[src/rtl/rxr_pkg.sv]
package rxr_pkg;
    localparam int LEN_W      = 11;
    localparam int DESC_BYTES = 16;
    localparam int OWN_BIT    = 31;
    localparam int EOR_BIT    = 31;
    localparam int FERR_BIT   = 16;
    localparam int RUNT_BIT   = 17;
    localparam int OVF_BIT    = 18;
    localparam int ALGN_BIT   = 19;

    typedef enum logic [2:0] {
        ST_IDLE, ST_RD_CTL, ST_RD_CAP, ST_RD_BUF, ST_DATA, ST_DONE
    } rx_state_t;

    typedef struct packed {
        logic             eor;
        logic [LEN_W-1:0] cap;
    } slot_cfg_t;

    // legal receive buffer: half-word aligned but not word aligned
    function automatic logic buf_addr_ok(input logic [1:0] lo);
        return lo == 2'b10;
    endfunction
endpackage

[src/rtl/rxr_ring_ptr.sv]
module rxr_ring_ptr
    import rxr_pkg::*;
#(
    parameter int AW = 32
) (
    input  logic          clk,
    input  logic          rst,
    input  logic [AW-1:0] base,
    input  logic          park,
    input  logic          advance,
    input  logic          wrap,
    output logic [AW-1:0] cur
);
    localparam logic [AW-1:0] STEP = AW'(DESC_BYTES);

    always_ff @(posedge clk) begin
        if (rst || park)
            cur <= base;
        else if (advance)
            cur <= wrap ? base : cur + STEP;
    end
endmodule

[src/rtl/rxr_frame_acc.sv]
module rxr_frame_acc
    import rxr_pkg::*;
#(
    parameter int MIN_LEN = 64
) (
    input  logic             clk,
    input  logic             rst,
    input  logic             clear,
    input  logic             take,
    input  logic             byte_err,
    input  logic [LEN_W-1:0] cap,
    input  logic             aligned,
    input  logic             accept_all,
    input  logic             accept_runt,
    output logic             store_ok,
    output logic [LEN_W-1:0] count,
    output logic [31:0]      status,
    output logic             discard
);
    logic ferr, ovf, runt, room;

    assign room     = count < cap;
    assign store_ok = aligned && room;
    assign runt     = int'(count) < MIN_LEN;

    always_ff @(posedge clk) begin
        if (rst || clear) begin
            count <= '0;
            ferr  <= 1'b0;
            ovf   <= 1'b0;
        end else if (take) begin
            if (count != '1)
                count <= count + 1'b1;
            if (byte_err)
                ferr <= 1'b1;
            if (!room)
                ovf <= 1'b1;
        end
    end

    always_comb begin
        status              = '0;
        status[LEN_W-1:0]   = count;
        status[FERR_BIT]    = ferr;
        status[RUNT_BIT]    = runt;
        status[OVF_BIT]     = ovf;
        status[ALGN_BIT]    = !aligned;
        status[OWN_BIT]     = 1'b0;
        discard = (ferr && !accept_all) || (runt && !accept_runt);
    end
endmodule

[src/rtl/rxr_ring_writer.sv]
module rxr_ring_writer
    import rxr_pkg::*;
#(
    parameter int AW      = 32,
    parameter int MIN_LEN = 64
) (
    input  logic          clk,
    input  logic          rst,
    input  logic          en,
    input  logic          accept_all,
    input  logic          accept_runt,
    input  logic [AW-1:0] ring_base,
    input  logic          in_valid,
    input  logic [7:0]    in_data,
    input  logic          in_last,
    input  logic          in_err,
    output logic          in_ready,
    output logic          mem_req,
    output logic          mem_we,
    output logic [AW-1:0] mem_addr,
    output logic [31:0]   mem_wdata,
    output logic [3:0]    mem_be,
    input  logic          mem_rvalid,
    input  logic [31:0]   mem_rdata
);
    rx_state_t        state, state_n;
    logic             rd_pend;
    slot_cfg_t        cfg;
    logic [AW-1:0]    buf_base, cur, waddr;
    logic [LEN_W-1:0] count, cap_q;
    logic [31:0]      status;
    logic             store_ok, discard, aligned, take, got;
    logic             park, advance, clear;

    assign aligned = buf_addr_ok(buf_base[1:0]);
    assign take    = in_ready && in_valid;
    assign got     = rd_pend && mem_rvalid;
    assign park    = (state == ST_IDLE) && !en;
    assign clear   = (state == ST_RD_BUF);
    assign advance = (state == ST_DONE) && !discard;
    assign waddr   = buf_base + AW'(count);
    assign cap_q   = cfg.cap;

    rxr_ring_ptr #(.AW(AW)) u_ptr (
        .clk(clk), .rst(rst), .base(ring_base), .park(park),
        .advance(advance), .wrap(cfg.eor), .cur(cur)
    );

    rxr_frame_acc #(.MIN_LEN(MIN_LEN)) u_acc (
        .clk(clk), .rst(rst), .clear(clear), .take(take), .byte_err(in_err),
        .cap(cfg.cap), .aligned(aligned), .accept_all(accept_all),
        .accept_runt(accept_runt), .store_ok(store_ok), .count(count),
        .status(status), .discard(discard)
    );

    always_comb begin
        state_n   = state;
        in_ready  = 1'b0;
        mem_req   = 1'b0;
        mem_we    = 1'b0;
        mem_addr  = cur;
        mem_wdata = {4{in_data}};
        mem_be    = 4'h0;
        unique case (state)
            ST_IDLE: if (en && in_valid) state_n = ST_RD_CTL;
            ST_RD_CTL: begin
                mem_req = !rd_pend;
                if (got) state_n = mem_rdata[OWN_BIT] ? ST_RD_CAP : ST_IDLE;
            end
            ST_RD_CAP: begin
                mem_req  = !rd_pend;
                mem_addr = cur + AW'(4);
                if (got) state_n = ST_RD_BUF;
            end
            ST_RD_BUF: begin
                mem_req  = !rd_pend;
                mem_addr = cur + AW'(8);
                if (got) state_n = ST_DATA;
            end
            ST_DATA: begin
                in_ready = 1'b1;
                if (in_valid && store_ok) begin
                    mem_req  = 1'b1;
                    mem_we   = 1'b1;
                    mem_addr = waddr;
                    mem_be   = 4'b0001 << waddr[1:0];
                end
                if (take && in_last) state_n = ST_DONE;
            end
            ST_DONE: begin
                if (!discard) begin
                    mem_req   = 1'b1;
                    mem_we    = 1'b1;
                    mem_wdata = status;
                    mem_be    = 4'hF;
                end
                state_n = ST_IDLE;
            end
            default: state_n = ST_IDLE;
        endcase
    end

    always_ff @(posedge clk) begin
        if (rst) begin
            state    <= ST_IDLE;
            rd_pend  <= 1'b0;
            cfg      <= '0;
            buf_base <= '0;
        end else begin
            state <= state_n;
            if (got)
                rd_pend <= 1'b0;
            else if (mem_req && !mem_we)
                rd_pend <= 1'b1;
            if (got && state == ST_RD_CAP)
                cfg <= '{eor: mem_rdata[EOR_BIT], cap: mem_rdata[LEN_W-1:0]};
            if (got && state == ST_RD_BUF)
                buf_base <= mem_rdata[AW-1:0];
        end
    end
endmodule

[config.mk]
export PLATFORM = sky130hd
export DESIGN_NAME = rxr_ring_writer
export DESIGN_NICKNAME = d
export VERILOG_FILES = /design/src/rtl/rxr_pkg.sv /design/src/rtl/rxr_ring_ptr.sv /design/src/rtl/rxr_frame_acc.sv /design/src/rtl/rxr_ring_writer.sv
export SDC_FILE = /design/constraint.sdc
export NUM_CORES = 1
export LEC_CHECK = 0
export BUFFER_PORTS_ARGS = -buffer_cell sky130_fd_sc_hd__clkbuf_2
export CAP_MARGIN = 25
export CORE_ASPECT_RATIO = 1.75
export CORE_MARGIN = 2
export CORE_UTILIZATION = 60
export CTS_CLUSTER_SIZE = 40
export DETAILED_ROUTE_END_ITERATION = 8
export HOLD_SLACK_MARGIN = 0.1
export MAX_ROUTING_LAYER = met4
export PLACE_DENSITY = 0.95
export SLEW_MARGIN = 20
export SYNTH_ARGS = -nofsm -noshare
export SYNTH_HDL_FRONTEND = slang
export SYNTH_SLANG_ARGS = --single-unit
[constraint.sdc]
create_clock -name clk -period 5.6 [get_ports clk]
set_input_delay 0 -clock clk [delete_from_list [all_inputs] [get_ports clk]]
set_output_delay 0 -clock clk [all_outputs]
set_load 0.03 [all_outputs]
# After elaboration in Yosys (flattened, before gate mapping)
# Cells that the tools add are included.
[op_classes] n_addsub=5 n_lt_le_gt_ge=2 eq_ne=12 shifts=1 mux=22 n_bitwise=1 reduce_logical=31
[ops] op="$mux 32" count=6
[ops] op="$pmux 32 s3" count=1
[ops] op="$add 32x11->32" count=1
[ops] op="$add 32x3->32 const B" count=1
[ops] op="$add 32x4->32 const B" count=1
[ops] op="$add 32x5->32 const B" count=1
[ops] op="$mux 3" count=5
[ops] op="$pmux 3 s5" count=1
[ops] op="$logic_and 1x1->1" count=13
[ops] op="$add 11x1->11 const B" count=1
[ops] op="$lt 11x11->1" count=1
[ops] op="$lt 11x7->1 const B" count=1
[ops] op="$ne 11x11->1 const B" count=1
[ops] op="$mux 4" count=2
[ops] op="$ne 2x2->1 const B" count=4
[ops] op="$pmux 4 s2" count=1
[ops] op="$logic_not 1->1" count=7
[ops] op="$eq 3x2->1 const B" count=2
[ops] op="$eq 3x3->1 const B" count=2
[ops] op="$reduce_and 2->1" count=3
[ops] op="$reduce_and 5->1" count=1
[ops] op="$shl 1x2->4 const A" count=1
[ops] op="$eq 3x1->1 const B" count=1
[ops] op="$logic_not 3->1" count=1
[ops] op="11 further kinds" count=15
[totals] reg_bits=93 inputBits=81 output_inout_bits=71 elab_cells=83

# Logic depth before layout (Yosys ltp)
# Gate-level depths: netlist of the first run.
[logic_depth] depth_word=7 ltp_mapped=10 mapped_depth_nobuf=10

# Cells and area by module
# Synthesis of the first run repeated with hierarchy kept, for this count alone.
[unflattened] cells_unflattened=1003 hier_area_um2=7464.7
[by_module_without_submodules] mod="rxr_ring_writer" n_inst=1 cells_per_inst=683 area_per_inst_um2=4464.3 seq_area_each_um2=960.9
[by_module_without_submodules] mod="rxr_ring_ptr" n_inst=1 cells_per_inst=176 area_per_inst_um2=1853.0 seq_area_each_um2=960.9
[by_module_without_submodules] mod="rxr_frame_acc" n_inst=1 cells_per_inst=144 area_per_inst_um2=1147.4 seq_area_each_um2=260.2

# Least setup slack after synthesis of the first run
# OpenSTA, ideal clock, no wires.
[synth_path] path_type="register -> output" start="register u_acc.count[0]" end="output port mem_addr[20]" t_arrival_ns=2.858 required_ns=5.600 path_slack_ns=2.742 path_stages_with_launch=11 path_cell_list="dfxtp_1 ha_1 inv_1 fa_1 nand2b_1 a2111oi_4 nor4b_4 nor2_1 nand3_1 xor2_1 o21ai_0"
[synth_between] elab_chain_cells=5 elab_cells_between_ends=6 cone_classes="add/sub: 1; order compare: 1; mux: 2; reduce/logical: 2"
[synth_lines] item="from (decl)" line_no="rxr_frame_acc.sv:16" rtl="output logic [LEN_W-1:0] count,"
[synth_lines] item="from (signal assigned)" line_no="rxr_frame_acc.sv:33" rtl="count <= count + 1'b1;"
[synth_lines] item="parallel branches: the longest is 3 deep, another holds $add 32x11->32"
[synth_lines] item="$mux 32 (*)" line_no="rxr_ring_writer.sv:82" rtl="if (in_valid && store_ok) begin"
[synth_lines] item="$pmux 32 s3 (*)" line_no="rxr_ring_writer.sv:64" rtl="unique case (state)"
[synth_lines] item="to (decl)" line_no="rxr_ring_writer.sv:20" rtl="output logic [AW-1:0] mem_addr,"
# Mark *: on every way between the ends.

# Final worst setup path of the first run
# Same ends and word-level chain as after synthesis.

==> results of run 1 <==
-- layout by cell type (no fill, tap or decap), types with 3 or more instances in the layout --
cell | Yosys | layout
or3_1 | 5 | 5
nand4_1 | 19 | 19
nand2_1 | 170 | 170
nor3_1 | 18 | 18
dfxtp_1 | 61 | 61
xor2_1 | 35 | 35
xnor2_1 | 33 | 33
nand2b_1 | 14 | 14
o211ai_1 | 9 | 9
dlygate4sd3_1 | 0 | 68
o22ai_1 | 6 | 6
mux2i_1 | 3 | 3
a31oi_1 | 5 | 5
and3_1 | 7 | 7
o21bai_1 | 3 | 3
o31ai_1 | 6 | 6
and4_1 | 4 | 4
o2bb2ai_1 | 4 | 4
a31o_2 | 4 | 4
edfxtp_1 | 32 | 32
nor2_1 | 83 | 82
nor2b_1 | 9 | 8
buf_4 | 12 | 6
nand3_1 | 28 | 28
a21o_1 | 10 | 10
o2111a_1 | 3 | 3
nor4b_1 | 3 | 3
ha_1 | 25 | 25
and2_1 | 11 | 11
a22oi_1 | 3 | 3
o21ai_0 | 43 | 43
inv_1 | 23 | 23
nor4_1 | 4 | 4
a21oi_1 | 112 | 112
clkbuf_2 | 0 | 151
clkbuf_16 | 0 | 9
-- power breakdown --
part	switching [uW]	leakage (uW)	internal [uW]
sequential	61.3	0.000809	735
clock	283	0.000151	362
combinational	217	0.00237	145
-- worst paths after layout --
check	end	slack (ns)	cells past startpoint
min reg2reg	cap_q[10]$_SDFFE_PP0P_	0.46	2
max reg2reg	buf_base[14]$_SDFFE_PP0P_	2.89	6
min	cfg[11]$_SDFFE_PP0P_	0.21	3
max	mem_addr[20]	2.19	11
-- flip-flops by register name (all words and copies together) (netlist names) --
signal,count
state,3
u_acc.ovf,1
buf_base,32
cap_q,11
cfg,1
u_ptr.cur,32
rd_pend,1
u_acc.count,11
u_acc.ferr,1
-- area by class of cell --
cell class / instances / area, um^2 / area share, %
tap: 132 / 165.2 / 1.946
clock buffer: 10 / 239.0 / 2.816
sequential: 93 / 2182 / 25.71
clock inverter: 6 / 68.82 / 0.8109
multi-input combinational: 721 / 4240 / 49.96
timing repair buffer: 227 / 1501 / 17.69
inverter: 24 / 90.09 / 1.061
-- tightest hold or removal path, stage by stage --
cell	delay, ns
clkbuf_2	0.08
buf_4	0.28
a21oi_1	0.16
-- per-stage QoR --
step	utilization (%)	total power, uW	cells
6_report	76.88	1803	1213
5_1_grt	76.88	1857	1213
4_1_cts	76.88	1784	1213
3_5_place_dp	67.92	1120	1129
3_3_place_gp	67.74	1113	1127
2_1_floorplan	-	1014	894
-- repair_timing --
action / 4_1_cts / 5_1_grt
hold buffers: 68 / 0
hold endpoints to repair: 79 / 0
endpoints found under the setup margin: 0 / 0
-- routing by layer --
layer / track usage, % / routed length, um
met1: 39.10 / 7887
met2: 67.84 / 11870
met3: 5.765 / 1643
met4: 20.88 / 1450
met5: - / 0
-- cell families after synthesis --
kind of cell,count (synthesis),share of synthesized area [%]
AND/OR/NAND/NOR,392,27.44
adder cells (fa/ha/maj),26,4.916
buffers and inverters,80,5.378
flip-flops,93,32.23
multiplexers,4,0.6099
XOR/XNOR,68,8.797
AO/OA/AOI/OAI,231,20.62
==> metrics, run 1 <==
Cells after Synth 894; FFs w/ async S/R, synth 0%; CP max stage delay 0.46 ns; HP Start rst; number of buffers and inverters on the critical path 2; max-cap violation count 0; core area 11,040 um^2; Tmin final 3.409 ns; TritonCTS clock tree built; CTS buffer count 9; WHS 0.2079 ns; Crit Reg-Reg Startpoint state[1]$_SDFFE_PP0P_; postcts setup bufs 0; H-tree depth 3; Clk Latency, worst-skew pair 0.35 ns; Via Count 7,648; DP Worst Slack 2.604 ns; HP Class input pin to flop; slew at the pin closest to its max-slew limit 1.049 ns; synthesized flop and latch total 93; CTS Buffer Depth 2; clk sinks 93; grt total ovfl 0; slowest library cell on the worst path dfxtp_1; via-per-instance ratio 6.305; Final Max Tran Viols 0; cell area after synthesis 6770 um^2; Layout fillers 758; number of routed nets with antenna violations 0; Most used DFF post-synth dfxtp_1; Final period util 60.88%; max_slew headroom 29.91%; WS Path Type flop to output port; PD cells 212.4 nW/um^2; Synth top area share 18.04%; DP Area 7498 um^2; vias in the first global route 7,294; Clock Skew 0.008752 ns; first-pass GRT wire length 35,540 um; status finished, final reports clean; # setup viols final 0; Final nets 1,183; IO Count 152; highest clock rate 293.3 MHz; crit path capture type output port; post-synthesis cell type count 71; GRT Total Usage 37.74%; Routed Wire Length 22,850 um; CP Cell Sequence ha_1 -> inv_1 -> fa_1 -> nand2b_1 -> a2111oi_4 -> nor4b_4 -> nor2_1 -> nand3_1 -> xor2_1 -> o21ai_0 -> clkbuf_2; wire per inst 18.84 um; critical path fanouts, max 7; Mapped Nets 1,001; clk slew on worst S/H paths 0.07 ns; yosys warns 0; area grow syn2layout 25.36%; row count 51; drt drc 0; CP top delay family simple AND/OR/NAND/NOR gates; CTS root buffer clkbuf_16; Ant. Diodes 0; Pre-Repair DR Iteration Count 7; commonest cells in the netlist nand2_1, a21oi_1, nor2_1; top-count cell post-synth nand2_1; largest net degree at the start of global routing 60; HPWL after detailed placement 15,790 um; PostCTS Resize Cnt 0; crit path launch type flop; chip width 84.30 um; initial drt markers 645; CP arrival 3.41 ns; Die Y 144.5 um; Yosys top cell by area dfxtp_1; syn_area_per_cell 7.573 um^2; final RePlAce weighted congestion 1.008; die footprint 12,180 um^2; # port buffers 151; IR Drop Worst-Case VDD 0.2372 mV; final instance area 8487 um^2; count of final hold-check violations 0; initial cell density of the core 61.33%; initial antenna violation count 0; layout cells sized above 1 18.41%; Synth area leaders dfxtp_1, edfxtp_1, nand2_1, a21oi_1, ha_1; worst setup margin 2.191 ns; sequential cell area fraction in the yosys report 32.23%; TNS Setup 0 ns; Pleak 0.003330 uW; RSZ-0062 raised after global routing no; Post-synth EDFFs 32; worst setup path startpoint u_acc.count[0]$_SDFFE_PP0P_; Critical Path RT 5.60 ns
Note: power is estimated with default switching activity, not from simulation.
==> run 2: changes to the inputs <==
--- a/config.mk
+++ b/config.mk
@@ -9,12 +9,12 @@
 export CAP_MARGIN = 25
 export CORE_ASPECT_RATIO = 1.75
 export CORE_MARGIN = 2
-export CORE_UTILIZATION = 60
+export CORE_UTILIZATION = 56
 export CTS_CLUSTER_SIZE = 40
 export DETAILED_ROUTE_END_ITERATION = 8
 export HOLD_SLACK_MARGIN = 0.1
 export MAX_ROUTING_LAYER = met4
-export PLACE_DENSITY = 0.95
+export PLACE_DENSITY = 0.93
 export SLEW_MARGIN = 20
 export SYNTH_ARGS = -nofsm -noshare
 export SYNTH_HDL_FRONTEND = slang
==> constraint.sdc (replaced) <==
create_clock -name clk -period 3.3 [get_ports clk]
set_input_delay 0 -clock clk [delete_from_list [all_inputs] [get_ports clk]]
set_output_delay 0 -clock clk [all_outputs]
set_load 0.03 [all_outputs]
==> metrics, run 2 (synthesized netlist as in run 1, its figures left out) <==
slowest library cell on the worst path nor2_1 (was dfxtp_1); wire per inst 17.93 um (was 18.84 um); crit path launch type flop (unchanged); Ant. Diodes 0 (unchanged); WS Path Type flop to output port (unchanged); IR Drop Worst-Case VDD 0.2418 mV (was 0.2372 mV); HPWL after detailed placement 15,720 um (was 15,790 um); clk sinks 93 (unchanged); initial cell density of the core 56.72% (was 61.33%); Finished Layout Cells 1,226 (was 1,213); # port buffers 151 (unchanged); H-tree depth 3 (unchanged); HP Class input pin to flop (unchanged); status finished, final reports clean (unchanged); worst setup margin 0.07845 ns (was 2.191 ns); cell repeated most along the worst path o21ai_0; clk slew on worst S/H paths 0.07 ns (about the same); CTS buffer count 9 (unchanged); commonest non-fill, non-tap cell in the layout nand2_1 (unchanged); chip width 87.12 um (was 84.30 um); final RePlAce weighted congestion 0.9888 (was 1.008); Final period util 97.62%; Via Count 7,453 (was 7,648); number of routed nets with antenna violations 0 (unchanged); Pleak 0.003383 uW (was 0.003330 uW); placed cells 1,142 (was 1,129); max-cap violation count 0 (unchanged); grt total ovfl 0 (unchanged); CP max stage delay 0.54 ns (was 0.46 ns); core area 11,940 um^2 (was 11,040 um^2); TNS Setup 0 ns (unchanged); GRT Total Usage 33.60% (was 37.74%); Critical Path RT 3.30 ns (was 5.60 ns); WHS 0.1954 ns (was 0.2079 ns); CTS root buffer clkbuf_16 (unchanged); highest clock rate 310.4 MHz; Clock Skew 0.005864 ns (was 0.008752 ns); Final nets 1,191 (was 1,183); DP Worst Slack 0.3561 ns (was 2.604 ns); biggest regs buf_base (32), u_ptr.cur (32) (unchanged); Clk Latency, worst-skew pair 0.35 ns (about the same); Routed Wire Length 21,990 um (was 22,850 um); RSZ-0062 raised after global routing no (unchanged); TritonCTS clock tree built (unchanged); Tmin final 3.222 ns; CP arrival 3.22 ns (was 3.41 ns); total power 3071 uW (was 1803 uW); Die Y 149.5 um (was 144.5 um); drt drc 0 (unchanged); count of final hold-check violations 0 (unchanged); # setup viols final 0 (unchanged); layout cells sized above 1 19.65% (was 18.41%); CTS Buffer Depth 2 (unchanged); critical path fanouts, max 8 (was 7); Layout fillers 905 (was 758); initial antenna violation count 0 (unchanged); via-per-instance ratio 6.079 (was 6.305); Pre-Repair DR Iteration Count 6 (was 7); largest net degree at the start of global routing 54 (was 60); die footprint 13,020 um^2 (was 12,180 um^2); crit path capture type output port (unchanged); vias in the first global route 6,970 (was 7,294); IO Count 152 (unchanged); row count 53 (was 51); PD cells 357.5 nW/um^2 (was 212.4 nW/um^2); area grow syn2layout 26.89% (was 25.36%); CP Cell Sequence ha_1 -> nand2_1 -> o21ai_0 -> a31oi_2 -> o2111a_1 -> nor2_1 -> a22oi_1 -> o21ai_0 -> clkbuf_2 (was ha_1 -> inv_1 -> fa_1 -> nand2b_1 -> a2111oi_4 -> nor4b_4 -> nor2_1 -> nand3_1 -> xor2_1 -> o21ai_0 -> clkbuf_2); first-pass GRT wire length 33,530 um (was 35,540 um); max_slew headroom 46.52% (was 29.91%); most frequent cells in the layout nand2_1, clkbuf_2, a21oi_1 (unchanged); initial drt markers 565 (was 645); postcts setup bufs 0 (unchanged); Final Max Tran Viols 0 (unchanged); slew at the pin closest to its max-slew limit 0.8013 ns (was 1.049 ns)
-- run 2: cell count changes in the layout (fill, tap and decap cells not counted), moves of 2 or more --
cell,delta
nor4b_2,+2
buf_4,+10
clkbuf_2,-2
nor4b_1,-2
-- run 2: worst paths after layout --
kind / to / from / cells past startpoint / slack [ns]
worst max register to register: u_ptr.cur[30]$_DFFE_PP_ / u_ptr.cur[5]$_DFFE_PP_ / 7 / 0.73
worst min register to register: cap_q[4]$_SDFFE_PP0P_ / cap_q[4]$_SDFFE_PP0P_ / 2 / 0.46
worst min-delay path: u_ptr.cur[1]$_DFFE_PP_ / rst / 4 / 0.20
worst max-delay path: mem_addr[14] / u_acc.count[2]$_SDFFE_PP0P_ / 9 / 0.08
-- run 2: timing repair --
item | in CTS | in global routing
gates resized for setup | 1 | 8
hold endpoints to repair | 79 | 0
hold buffers | 68 | 0
pin swaps | 1 | 4
endpoints found under the setup margin | 2 | 9
-- run 2: final cells by class --
class / count / area (um^2) / share of cell area (%)
repair buffers: 235 / 1556 / 18.12
flip-flops and latches: 93 / 2183 / 25.42
inverters: 24 / 90.09 / 1.049
well taps: 137 / 171.4 / 1.995
clock inverters: 6 / 78.83 / 0.9176
clock buffers: 10 / 239.0 / 2.782
multi-input cells: 721 / 4272 / 49.72
-- run 2: where the power goes --
part	switching, uW	leakage [uW]	internal, uW	total [uW]
Clock	485	0.000157	624	1110
Combinational	368	0.00242	247	615
Sequential	99.1	0.000810	1250	1350
Total	952	0.00338	2120	3070
-- run 2: metal layers --
metal / wire length (um) / share of wire [%] / global-route usage, %
met5: 0 / 0 / -
met4: 1524 / 6.9 / 20.00
met3: 1363 / 6.2 / 3.806
met2: 11270 / 51 / 57.44
met1: 7830 / 36 / 36.81
-- run 2: worst max-delay path, delay by kind of cell, from the launching register on --
kind	cells	cell delay, ns
AOI/OAI and AO/OA	5	1.27
and+or+nand+nor	2	0.59
DFF	1	0.40
adders and majority gates	1	0.34
buffers and inverters	1	0.25
-- run 2: per-stage QoR --
stage	cell area, um^2	utilization (%)
after floorplan	6770	-
after global placement	7560	63.33
after detailed placement	7560	63.33
after CTS	8559	71.71
after global routing	8591	71.97
final	8591	71.97
